`config.mk`:
```
export PLATFORM = sky130hd
export DESIGN_NAME = gpio_port_ctrl
export DESIGN_NICKNAME = d
export VERILOG_FILES = /design/src/rtl/gpio_port_ctrl.sv
export SDC_FILE = /design/constraint.sdc
export NUM_CORES = 1
export LEC_CHECK = 0
export BUFFER_PORTS_ARGS = -buffer_cell sky130_fd_sc_hd__buf_2
export CAP_MARGIN = 30
export CELL_PAD_IN_SITES_DETAIL_PLACEMENT = 0
export CELL_PAD_IN_SITES_GLOBAL_PLACEMENT = 1
export CORE_MARGIN = 1
export CORE_UTILIZATION = 47
export CTS_CLUSTER_DIAMETER = 50
export DETAILED_ROUTE_END_ITERATION = 8
export PLACE_DENSITY = 0.84
export SETUP_SLACK_MARGIN = 0.4
export SYNTH_ARGS = -nofsm -noshare
export SYNTH_HDL_FRONTEND = slang
export SYNTH_SLANG_ARGS = --single-unit
```
`constraint.sdc`:
```
create_clock -name clk -period 3.43 [get_ports clk]
set_input_delay 0.343 -clock clk [delete_from_list [all_inputs] [get_ports clk]]
set_output_delay 0.343 -clock clk [all_outputs]
set_load 0.01 [all_outputs]
```
`src/rtl/gpio_port_ctrl.sv`:
```
module gpio_port_ctrl #(
  parameter int N  = 32,
  parameter int AW = 5
) (
  input  logic          clk,
  input  logic          rst_n,
  input  logic          bus_sel,
  input  logic          bus_wr,
  input  logic [AW-1:0] bus_addr,
  input  logic [N-1:0]  bus_wdata,
  output logic [N-1:0]  bus_rdata,
  input  logic [N-1:0]  pad_in,
  output logic [N-1:0]  pad_out,
  output logic [N-1:0]  pad_oe,
  output logic [N-1:0]  pad_pu,
  input  logic [N-1:0]  pfa_out,
  input  logic [N-1:0]  pfa_oe,
  input  logic [N-1:0]  pfb_out,
  input  logic [N-1:0]  pfb_oe,
  output logic [N-1:0]  pf_in,
  output logic          irq
);
  localparam logic [AW-1:0] OWN_EN = AW'(0),  OWN_DIS = AW'(1),  OWN_ST = AW'(2);
  localparam logic [AW-1:0] OE_EN  = AW'(3),  OE_DIS  = AW'(4),  OE_ST  = AW'(5);
  localparam logic [AW-1:0] OD_EN  = AW'(6),  OD_DIS  = AW'(7),  OD_ST  = AW'(8);
  localparam logic [AW-1:0] PU_EN  = AW'(9),  PU_DIS  = AW'(10), PU_ST  = AW'(11);
  localparam logic [AW-1:0] FL_EN  = AW'(12), FL_DIS  = AW'(13), FL_ST  = AW'(14);
  localparam logic [AW-1:0] IE_EN  = AW'(15), IE_DIS  = AW'(16), IE_ST  = AW'(17);
  localparam logic [AW-1:0] SEL_A  = AW'(18), SEL_B   = AW'(19), SEL_ST = AW'(20);
  localparam logic [AW-1:0] D_SET  = AW'(21), D_CLR   = AW'(22), D_ST   = AW'(23);
  localparam logic [AW-1:0] PIN_ST = AW'(24), CHG_ST  = AW'(25);

  logic [N-1:0] own_q, oe_q, od_q, pu_q, flt_q, ie_q, sel_q, dout_q;
  logic [N-1:0] s1, s2, s3, lvl, lvl_q, isr_q, chg, eq;
  logic [N-1:0] rd_mux, src_out, src_oe;
  logic         wr_en, rd_en, rd_chg;

  assign wr_en  = bus_sel & bus_wr;
  assign rd_en  = bus_sel & ~bus_wr;
  assign rd_chg = rd_en && (bus_addr == CHG_ST);

  always_ff @(posedge clk or negedge rst_n) begin
    if (!rst_n) begin
      own_q  <= '1;
      oe_q   <= '0;
      od_q   <= '0;
      pu_q   <= '1;
      flt_q  <= '0;
      ie_q   <= '0;
      sel_q  <= '0;
      dout_q <= '0;
    end else if (wr_en) begin
      case (bus_addr)
        OWN_EN:  own_q  <= own_q  |  bus_wdata;
        OWN_DIS: own_q  <= own_q  & ~bus_wdata;
        OE_EN:   oe_q   <= oe_q   |  bus_wdata;
        OE_DIS:  oe_q   <= oe_q   & ~bus_wdata;
        OD_EN:   od_q   <= od_q   |  bus_wdata;
        OD_DIS:  od_q   <= od_q   & ~bus_wdata;
        PU_EN:   pu_q   <= pu_q   |  bus_wdata;
        PU_DIS:  pu_q   <= pu_q   & ~bus_wdata;
        FL_EN:   flt_q  <= flt_q  |  bus_wdata;
        FL_DIS:  flt_q  <= flt_q  & ~bus_wdata;
        IE_EN:   ie_q   <= ie_q   |  bus_wdata;
        IE_DIS:  ie_q   <= ie_q   & ~bus_wdata;
        SEL_A:   sel_q  <= sel_q  & ~bus_wdata;
        SEL_B:   sel_q  <= sel_q  |  bus_wdata;
        D_SET:   dout_q <= dout_q |  bus_wdata;
        D_CLR:   dout_q <= dout_q & ~bus_wdata;
        default: ;
      endcase
    end
  end

  assign eq = ~(s2 ^ s3);

  always_ff @(posedge clk or negedge rst_n) begin
    if (!rst_n) begin
      s1    <= '0;
      s2    <= '0;
      s3    <= '0;
      lvl   <= '0;
      lvl_q <= '0;
      isr_q <= '0;
    end else begin
      s1    <= pad_in;
      s2    <= s1;
      s3    <= s2;
      lvl   <= (~flt_q & s2) | (flt_q & ((eq & s2) | (~eq & lvl)));
      lvl_q <= lvl;
      isr_q <= (rd_chg ? '0 : isr_q) | chg;
    end
  end

  assign chg   = lvl ^ lvl_q;
  assign pf_in = lvl;
  assign irq   = |(isr_q & ie_q);

  always_comb begin
    case (bus_addr)
      OWN_ST:  rd_mux = own_q;
      OE_ST:   rd_mux = oe_q;
      OD_ST:   rd_mux = od_q;
      PU_ST:   rd_mux = pu_q;
      FL_ST:   rd_mux = flt_q;
      IE_ST:   rd_mux = ie_q;
      SEL_ST:  rd_mux = sel_q;
      D_ST:    rd_mux = dout_q;
      PIN_ST:  rd_mux = s2;
      CHG_ST:  rd_mux = isr_q;
      default: rd_mux = '0;
    endcase
  end

  always_ff @(posedge clk or negedge rst_n) begin
    if (!rst_n)     bus_rdata <= '0;
    else if (rd_en) bus_rdata <= rd_mux;
  end

  assign src_out = (own_q & dout_q) | (~own_q & ((sel_q & pfb_out) | (~sel_q & pfa_out)));
  assign src_oe  = (own_q & oe_q)   | (~own_q & ((sel_q & pfb_oe)  | (~sel_q & pfa_oe)));
  assign pad_out = src_out & ~od_q;
  assign pad_oe  = src_oe & ~(od_q & src_out);
  assign pad_pu  = pu_q;
endmodule


```
* After elaboration in Yosys (flattened, before gate mapping)
Index checks and enable logic that the tools add are counted.
** Word-level totals
- Output and inout port bits :: 161
- Register bits after elaboration :: 480
** Operators by class
- Multiplexer cells :: 10
- Bitwise logic cells :: 52
- Equality and inequality tests :: 25
- Reduce and logical (&&, ||, !) cells :: 19
** Operators with widths (count)
- 32-bit AND :: 24
- 32-bit one-hot mux with 2 select lines :: 8
- 32-bit bitwise OR :: 15
- 32-bit one-hot mux with 10 select lines :: 1
- 32-bit NOT :: 8
- 32-bit bitwise XOR :: 2
- 5-bit == test (second input constant) :: 10
- 5-bit by 4-bit == test with 1-bit output (second input constant) :: 8
- 32-bit two-way mux :: 1
- 32-bit OR reduction :: 1
- 5-bit by 3-bit == test with 1-bit output (second input constant) :: 4
- 2-bit AND reduction :: 8
- 2-bit nonzero test :: 8
- 5-bit by 2-bit == test with 1-bit output (second input constant) :: 2
- 5-bit by 1-bit == test with 1-bit output (second input constant) :: 1
- 5-bit logical NOT :: 1
- 1-bit AND :: 2
- 1-bit logical AND :: 1
- 1-bit NOT :: 1

* Logic depth before layout (Yosys ltp)
- Word-level depth :: 8
- Gate-level depth with buffers :: 9
- Depth with buffers taken out :: 5

* Worst setup path before layout
OpenSTA, ideal clock, no wires.
- Path kind :: input -> register
- From :: in bus_addr[3]
- To :: reg with a tool-made name
- Setup slack :: 1589 ps
- Data required time :: 3289 ps
- Stages :: 8
- Buffers on the path :: 4
- Data arrival time :: 1699 ps
- Cells stage by stage :: buf_2 -> or2_1 -> buf_2 -> nor3_4 -> o21ba_1 -> buf_2 -> buf_2 -> a31oi_1
** RTL lines
- start: declaration :: line 9 : input logic [AW-1:0] bus_addr,

* Worst setup path in the final report
- From :: reg isr_q[23]
- To :: out irq
** Between the ends
- Word-level cells in the longest chain between the ends :: 2
** Ends and longest elaborated chain
- start: declaration :: line 34 : logic [N-1:0] s1, s2, s3, lvl, lvl_q, isr_q, chg, eq;
- start signal: assignment :: line 91 : isr_q <= (rd_chg ? '0 : isr_q) | chg;
- 32-bit AND :: line 97 : assign irq = |(isr_q & ie_q);
- 32-bit OR reduction :: line 97
- end: declaration :: line 21 : output logic irq
Every way passes these cells.

==> results by group <==
Finish
  • Final core utilization: 0.585
  • Commonest non-fill, non-tap cell in the layout: dfrtp_1
  • Most frequent cells in the layout: 416 x dfrtp_1, 365 x a21oi_1, 360 x buf_2, 224 x a31oi_1, 199 x nand2_1
  • Area of the multi-input gates: 0.00828 mm2
  • # fillers: around 3700
  • Layout area overhead: 21.6%
  • Register Area: roughly 0.012 mm2
  • Non-Filler Instances: 2937
  • Share of cells above drive strength 1: 0.262
  • Final net count: 2508
  • Fin area: 0.0255 mm2

STA
  • Worst setup margin: 0.624 ns
  • Max-slew headroom: 0.267
  • Final number of hold-violating endpoints: 0
  • RSZ-0062 raised after global routing: no
  • Fin crit share: 0.818
  • Slew Limit Fails: 0
  • Period minus WS final: 2.81 ns
  • Worst-margin pin slew: about 1.1 ns
  • Fmax: 356 MHz
  • Fin Clk Skew: 0.0307 ns
  • TNS Setup: 0 ns
  • Final setup vio count: 0

Die
  • Starting density of the core: 0.481
  • Die W: 213 um
  • Die H: 213 um
  • DIE AREA: between 0.04 and 0.05 mm2
  • I/O pin cnt: 362
  • Row count: 76
  • Total core area: between 0.04 and 0.05 mm2

CTS
  • Hold buffer count at CTS: 33
  • Clock latency on the worst-skew pair: a little over 0.6 ns
  • Clk buf depth: 3
  • Root Buffer: clkbuf_16
  • Total CTS buffers: a little over 50
  • Post-CTS resize count: 0
  • # Post-CTS Setup Buffers: 0
  • Htree depth: 2
  • Clk pin slew, worst setup/hold paths: 0.06 ns
  • CTS Sinks: 480
  • CTS tree: built

Synthesis
  • Post-Synthesis Cell Area: between 0.02 and 0.025 mm2
  • Number of synthesized register bits: between 400 and 500
  • Cell count after synthesis: roughly 2000
  • Synth top area cells: dfrtp_1 50%, a21oi_1 8.7%, dfstp_2 8.0%
  • Synthesized area per cell: roughly 11 um2
  • Ys Warns: 0
  • Asr flop ratio synth: 1.00
  • Top-area cell type share of the netlist area: 0.497
  • Synth area leader: dfrtp_1
  • Netlist cell types: 43
  • Main synth FF type: dfrtp_1
  • EDFF count, synth: 0
  • Synth Net Count: 2174
  • Register area share after synthesis: 0.578

Worst setup path
  • Worst setup path class: flop to output pin
  • R2r endpoint: bus_rdata[25]
  • WP data arrival: 2.46 ns
  • Worst EP required: 3.09 ns
  • Crit path max fanout: 3
  • Nature of the critical path endpoint: output pin
  • Reg2reg setup slack: 2.00 ns
  • R2r worst-path depth: 4
  • Worst setup SP type: flop

Placed design
  • Final Wtd Congestion: 0.868
  • Port bufs: 361
  • Place WS: 0.811 ns
  • DP HPWL: 45900 um
  • Cells after DPL: 2806
  • DP Area: between 0.02 and 0.025 mm2

Route
  • Routed vias/inst: 6.19
  • DRT Pass-1 Iters: 8
  • Routed length per instance: 23.8 um
  • DRT antenna net count: 0
  • Initial DRC Count: 2248
  • # DRC: 0
  • Aggregate routed wire length: 69800 um
  • Vias: 18200

Run status
  • Outcome: completed

Min path
  • Hold path depth: 2
  • HP Class: primary input to flop
  • Worst hold start: bus_wdata[25]

GRT
  • Initial antenna violation count: 4
  • Number of global-route vias before repair: 17500
  • Global route overflow: 0
  • First-pass GRT wire length: 105000 um
  • Largest net degree at the start of global routing: 94
  • Overall routing resource usage: 0.309

Power and ir drop
  • P per Cell Area: 605 mW/mm2
  • P_leak: 0.0110 uW
  • Peak VDD IR: about 0.4 mV

Run
  • MaxCap Viol Count: 0
-- routing by layer --
| layer | share of wire | global-route usage |
|---|---|---|
| met5 | 0.00032 | 0 |
| met4 | 0.039 | 0.136 |
| met3 | 0.091 | 0.0537 |
| met2 | 0.48 | 0.508 |
| met1 | 0.39 | 0.403 |
-- area by class of cell --
cell class	count	area share
clock inverter	19	0.00904
multi-input combinational	1336	0.325
tap	585	0.0287
antenna	2	0.000197
inverter	2	0.000295
clock buffer	77	0.0603
timing repair buffer	436	0.102
sequential	480	0.475
-- logic make-up after synthesis --
family                 share of synthesized area
multiplexers                              0.0489
flip-flops                                 0.578
AND/OR/NAND/NOR                           0.0926
buffers and inverters                     0.0318
AO/OA/AOI/OAI                              0.235
XOR/XNOR                                  0.0146
-- critical path: stages, from the launching register on --
cell and delay (ns):
dfrtp_1 0.47, a22oi_1 0.31, nand4_1 0.26, or4_1 0.65, buf_2 0.18
-- worst max path at each step --
| stage | startpoint | slack [ns] | endpoint |
|---|---|---|---|
| CTS | isr_q[23] | 0.59 | irq |
| global route | isr_q[23] | 0.53 | irq |
| floorplan | bus_addr[3] | 1.59 | flop |
| global placement | bus_addr[0] | 0.90 | isr_q[23] |
| detailed placement | bus_addr[0] | 0.81 | isr_q[23] |
| finish | isr_q[23] | 0.62 | irq |
-- synthesized netlist by cell type, types with 4 or more instances --
| library cell | number |
|---|---|
| a21oi_1 | 365 |
| a221oi_1 | 24 |
| a222oi_1 | 20 |
| a22o_1 | 36 |
| a22oi_1 | 62 |
| a2bb2oi_1 | 6 |
| a31oi_1 | 224 |
| a32oi_1 | 28 |
| and2_1 | 4 |
| and3_1 | 26 |
| buf_2 | 40 |
| clkbuf_1 | 111 |
| dfrtp_1 | 416 |
| dfstp_2 | 64 |
| mux2_2 | 34 |
| mux2i_1 | 64 |
| nand2_1 | 199 |
| nand2b_1 | 37 |
| nand4_1 | 10 |
| nor2_1 | 66 |
| nor2b_1 | 34 |
| nor3_2 | 8 |
| o21ai_0 | 34 |
| xnor2_1 | 32 |
-- metrics by stage --
step	hold slack, ns	total power, uW
floorplan	0.0474	8550
global placement	0.332	9670
detailed placement	0.336	9760
CTS	0.0593	15500
global route	0.105	16100
finish	0.0890	15400
-- where the power goes --
| part | internal [uW] | switching [uW] |
|---|---|---|
| Sequential | 6540 | 917 |
| Clock | 3400 | 2300 |
| Combinational | 1030 | 1240 |
| Total | 11000 | 4450 |
Power figures use the tool's default switching activity.
